## src/rtl/mtc_pkg.sv

```systemverilog
package mtc_pkg;
  typedef enum logic [1:0] {
    MODE_OFF      = 2'd0,
    MODE_PRECISE  = 2'd1,
    MODE_DEFERRED = 2'd2,
    MODE_RSVD     = 2'd3
  } fault_mode_e;

  typedef struct packed {
    logic allow;
    logic sync_fault;
    logic async_hit;
  } verdict_t;
endpackage

```

## src/rtl/mtc_compare.sv

```systemverilog
module mtc_compare
  import mtc_pkg::*;
#(
  parameter int TAG_W = 4
) (
  input  logic [TAG_W-1:0] ptr_tag,
  input  logic [TAG_W-1:0] alloc_tag,
  input  logic             page_tagged,
  input  logic             override,
  input  logic [1:0]       mode,
  output verdict_t         verdict
);
  fault_mode_e m;
  logic        checking;
  logic        mismatch;

  always_comb begin
    m        = fault_mode_e'(mode);
    checking = page_tagged && !override &&
               (m == MODE_PRECISE || m == MODE_DEFERRED);
    mismatch = checking && (ptr_tag != alloc_tag);
    verdict.sync_fault = mismatch && (m == MODE_PRECISE);
    verdict.async_hit  = mismatch && (m == MODE_DEFERRED);
    verdict.allow      = !verdict.sync_fault;
  end
endmodule

```

## src/rtl/mtc_resp_stage.sv

```systemverilog
module mtc_resp_stage
  import mtc_pkg::*;
#(
  parameter int ADDR_W = 64
) (
  input  logic              clk,
  input  logic              rst_n,
  input  logic              in_valid,
  output logic              in_ready,
  input  verdict_t          in_verdict,
  input  logic [ADDR_W-1:0] in_addr,
  output logic              out_valid,
  input  logic              out_ready,
  output logic              out_allow,
  output logic              out_sync_fault,
  output logic [ADDR_W-1:0] out_fault_addr
);
  logic load;

  assign in_ready = !out_valid || out_ready;
  assign load     = in_valid && in_ready;

  always_ff @(posedge clk or negedge rst_n) begin
    if (!rst_n) begin
      out_valid      <= 1'b0;
      out_allow      <= 1'b0;
      out_sync_fault <= 1'b0;
      out_fault_addr <= '0;
    end else if (load) begin
      out_valid      <= 1'b1;
      out_allow      <= in_verdict.allow;
      out_sync_fault <= in_verdict.sync_fault;
      out_fault_addr <= in_verdict.sync_fault ? in_addr : '0;
    end else if (out_ready) begin
      out_valid      <= 1'b0;
    end
  end
endmodule

```

## src/rtl/mtc_async_flag.sv

```systemverilog
module mtc_async_flag (
  input  logic clk,
  input  logic rst_n,
  input  logic set_i,
  input  logic clr_i,
  output logic flag_o
);
  always_ff @(posedge clk or negedge rst_n) begin
    if (!rst_n)     flag_o <= 1'b0;
    else if (set_i) flag_o <= 1'b1;
    else if (clr_i) flag_o <= 1'b0;
  end
endmodule

```

## src/rtl/mtc_tag_check.sv

```systemverilog
module mtc_tag_check
  import mtc_pkg::*;
#(
  parameter int ADDR_W  = 64,
  parameter int TAG_W   = 4,
  parameter int TAG_LSB = 56
) (
  input  logic              clk,
  input  logic              rst_n,
  input  logic              req_valid,
  output logic              req_ready,
  input  logic [ADDR_W-1:0] req_addr,
  input  logic              req_tagged,
  input  logic [TAG_W-1:0]  req_alloc_tag,
  input  logic [1:0]        fault_mode,
  input  logic              chk_override,
  input  logic              async_clr,
  output logic              rsp_valid,
  input  logic              rsp_ready,
  output logic              rsp_allow,
  output logic              rsp_sync_fault,
  output logic [ADDR_W-1:0] rsp_fault_addr,
  output logic              async_pending
);
  localparam int TAG_MSB = TAG_LSB + TAG_W - 1;

  verdict_t verdict;
  logic     accept;

  mtc_compare #(.TAG_W(TAG_W)) u_cmp (
    .ptr_tag     (req_addr[TAG_MSB:TAG_LSB]),
    .alloc_tag   (req_alloc_tag),
    .page_tagged (req_tagged),
    .override    (chk_override),
    .mode        (fault_mode),
    .verdict     (verdict)
  );

  mtc_resp_stage #(.ADDR_W(ADDR_W)) u_stage (
    .clk            (clk),
    .rst_n          (rst_n),
    .in_valid       (req_valid),
    .in_ready       (req_ready),
    .in_verdict     (verdict),
    .in_addr        (req_addr),
    .out_valid      (rsp_valid),
    .out_ready      (rsp_ready),
    .out_allow      (rsp_allow),
    .out_sync_fault (rsp_sync_fault),
    .out_fault_addr (rsp_fault_addr)
  );

  assign accept = req_valid && req_ready;

  mtc_async_flag u_flag (
    .clk    (clk),
    .rst_n  (rst_n),
    .set_i  (accept && verdict.async_hit),
    .clr_i  (async_clr),
    .flag_o (async_pending)
  );
endmodule

```

## config.mk

```make
export PLATFORM = sky130hd
export DESIGN_NAME = mtc_tag_check
export DESIGN_NICKNAME = d
export VERILOG_FILES = /design/src/rtl/mtc_pkg.sv /design/src/rtl/mtc_compare.sv /design/src/rtl/mtc_resp_stage.sv /design/src/rtl/mtc_async_flag.sv /design/src/rtl/mtc_tag_check.sv
export SDC_FILE = /design/constraint.sdc
export NUM_CORES = 1
export LEC_CHECK = 0
export BUFFER_PORTS_ARGS = -buffer_cell sky130_fd_sc_hd__clkbuf_2
export CAP_MARGIN = 20
export CORE_UTILIZATION = 41
export DETAILED_ROUTE_END_ITERATION = 16
export GPL_TIMING_DRIVEN = 0
export HOLD_SLACK_MARGIN = 0.08
export PLACE_DENSITY = 0.75
export SYNTH_ARGS = -nofsm -noshare
export SYNTH_HDL_FRONTEND = slang
export SYNTH_SLANG_ARGS = --single-unit
```

## constraint.sdc

```tcl
create_clock -name clk -period 1.75 [get_ports clk]
set_input_delay 0.35 -clock clk [delete_from_list [all_inputs] [get_ports clk]]
set_output_delay 0.35 -clock clk [all_outputs]
set_load 0.02 [all_outputs]
```

==> out/metrics.yaml <==
outcome:
  outcome: "finished clean"
setup_path:
  required_ns: 1.97
  worstReg2RegStart: "u_stage.out_valid"
  startpoint: "fault_mode[0]"
  rrSetupSlack_ns: 0.22
  rr_endpoint: "u_stage.out_fault_addr[35]"
  worstSetupEndpoint: "u_stage.out_fault_addr[35]"
  cp.arrival_ns: 1.80
  path_class: "in -> reg"
  r2r_cells: 5
  worstSetupStartpointType: "input port"
  cp_max_fo: 10
  end_kind: "flop"
logic_synthesis:
  yosysTopAreaCellShare_pct: 55.9
  yosys.area.top_type: "dfrtp_1"
  synth_warnings: 0
  synth-seq-area-share_pct: 55.9
  netlist_top_cells_count: "inv_1, dfrtp_1, o32ai_1"
  async_flop_share_pct: 100
  synth.area.top_cells: "dfrtp_1, o32ai_1, inv_1"
  syn-num-nets: 388
  synth_cell_types: 18
  ys.flop_type: "dfrtp_1"
  synth_area_per_cell_sq_um: 9.86
  ys_seq_elements: 68
  netlist_area_sq_um: 3050
  synth-edff-count: 0
  synthMostInstantiatedCell: "inv_1"
  syn_inst: 309
timing:
  fin_crit_ns: 1.58
  fin_skew_ns: 0.0116
  slew_violations: 0
  finalCritPeriodShare_pct: 90.3
  relSlewSlack_pct: 67.5
  tns_ns: 0
  rsz0062_at_grt: "yes"
  fmax_ghz: 0.633
  tightest_slew_ns: 0.488
  finalSetupViolCount: 0
  timing.final.hold_violations: 0
cells_and_area:
  drive_gt1_share_pct: 38.0
  final_area_sq_um: 4110
  fin_nets: 547
  area_growth_pct: 34.8
  fin_util_pct: 56.9
  num_antenna_cells: 0
worst_hold_path:
  worstHoldPathType: "in -> reg"
global_routing:
  grt.overflow.total: 0
  antenna_found_initial: 0
  first_global_vias: 2616
  grt_pass1_wl_mm: 12.2
  track_usage_pct: 20.3
  grt_max_degree: 68
clock_network:
  cts_tree: "built"
  clkSinkCount: 68
  path_clk_slew_ns: 0.07
  insertion_delay_ns: 0.34
  cts_buffer_depth: 2
  cts-root-buf: "clkbuf_8"
  htree_levels: 3
  numCtsBuffers: 9
power_and_ir_drop:
  p_leak_uw: 0.00198
  ir_worst_vdd_v: 0.000374
  p_total_uw: 3110
  power_density_nw_per_um2: 758
drt:
  via_count: 2850
  drt_iter0_drc: 101
  finalWirelength_mm: 7.90
  drc: 0
  ant_nets: 0
  avgViaCountPerCell: 5.00
  wl_per_cell_microns: 13.9
  firstDrtPassIters: 4
floorplanning:
  num_rows: 31
  die_height_microns: 88.2
  core_sq_um: 7210
  die_w_microns: 88.2
  initial_core_util_pct: 42.2
  ios: 146
  design.die.area_sq_um: 7780
placement:
  dp_hpwl_mm: 5.73
  post_dp_cell_area_sq_um: 3930
  gp_congestion: 0.723
  io_buffers: 145
run:
  cap_violations: 0
layout make-up:
| class | instances | area (sq um) |
|---|---|---|
| sequential | 68 | 1700 |
| clock buffer | 11 | 141 |
| timing repair buffer | 148 | 773 |
| tap | 99 | 124 |
| clock inverter | 3 | 15.0 |
| fill | 668 | 3110 |
| multi-input combinational | 143 | 941 |
| inverter | 70 | 263 |
| buffer | 28 | 148 |
state kept, by name (all words and copies together) (netlist names):
register,flops
u_stage.out_fault_addr,64
u_flag.flag_o,1
u_stage.out_allow,1
u_stage.out_sync_fault,1
u_stage.out_valid,1
kinds of logic after synthesis:
| logic type | count (synthesis) | synth area share (%) |
|---|---|---|
| AOI/OAI and AO/OA | 67 | 19.3 |
| buffers and inverters | 98 | 13.3 |
| DFF | 68 | 55.9 |
| xor gates and xnor gates | 4 | 1.15 |
| adders and majority gates | 2 | 0.821 |
| and+or+nand+nor | 70 | 9.61 |
metal layers:
metal  track usage (%)  up-vias  share of wire [%]
li1                  -     1366                  -
met1              24.7     1366                 43
met2              34.5      110                 49
met3              5.56        8                7.1
met4              7.62        0                1.0
met5                 0        -                  0
cells in the final DEF, fill, tap and decap left out, drive strengths merged:
| cell type | Yosys | final |
|---|---|---|
| and2 | 1 | 1 |
| buf | 13 | 14 |
| clkbuf | 15 | 172 |
| clkinv | 0 | 3 |
| dfrtp | 68 | 68 |
| dlygate4sd3 | 0 | 1 |
| ha | 2 | 2 |
| inv | 70 | 70 |
| nand2 | 64 | 64 |
| nand2b | 2 | 2 |
| nand4 | 1 | 1 |
| nor2 | 1 | 1 |
| nor4 | 1 | 1 |
| o32a | 1 | 1 |
| o32ai | 66 | 66 |
| xor2 | 4 | 4 |
worst max-delay path: stages:
cell      delay [ns]
clkbuf_2        0.09
inv_1           0.04
ha_1            0.29
nor2_1          0.12
nand4_1         0.15
buf_2           0.23
clkbuf_2        0.21
o32ai_1         0.32
power breakdown:
part / total (uW) / switching, uW / internal, uW
Sequential: 1620 / 16.3 / 1600
Combinational: 409 / 250 / 159
Clock: 1090 / 556 / 531
through the flow:
stage / std cells / setup slack [ns] / hold slack (ns)
global placement: 553 / -0.288 / 0.482
finish: 570 / 0.171 / 0.200
floorplan: 309 / 0.144 / 0.0544
global route: 570 / -0.0227 / 0.189
CTS: 569 / 0.0290 / 0.188
detailed placement: 554 / -0.361 / 0.172
worst min-delay path by stage:
| stage | startpoint | end | slack, ns | cells past startpoint |
|---|---|---|---|---|
| CTS | async_clr | u_flag.flag_o | 0.19 | 2 |
| detailed placement | rst_n | u_stage.out_fault_addr[24] | 0.17 | 1 |
| global placement | u_stage.out_allow | u_stage.out_allow | 0.48 | 1 |
| floorplan | rst_n | u_flag.flag_o | 0.05 | 0 |
| global route | async_clr | u_flag.flag_o | 0.19 | 2 |
| finish | async_clr | u_flag.flag_o | 0.20 | 2 |
what timing repair did:
item / CTS / global route
endpoints found under the hold margin: 68 / 0
endpoints found under the setup margin: 3 / 31
hold buffers: 1 / 0
resized for setup: 1 / 7
pin swaps: 0 / 1
setup buffers: 0 / 1
Power figures use the tool's default switching activity.
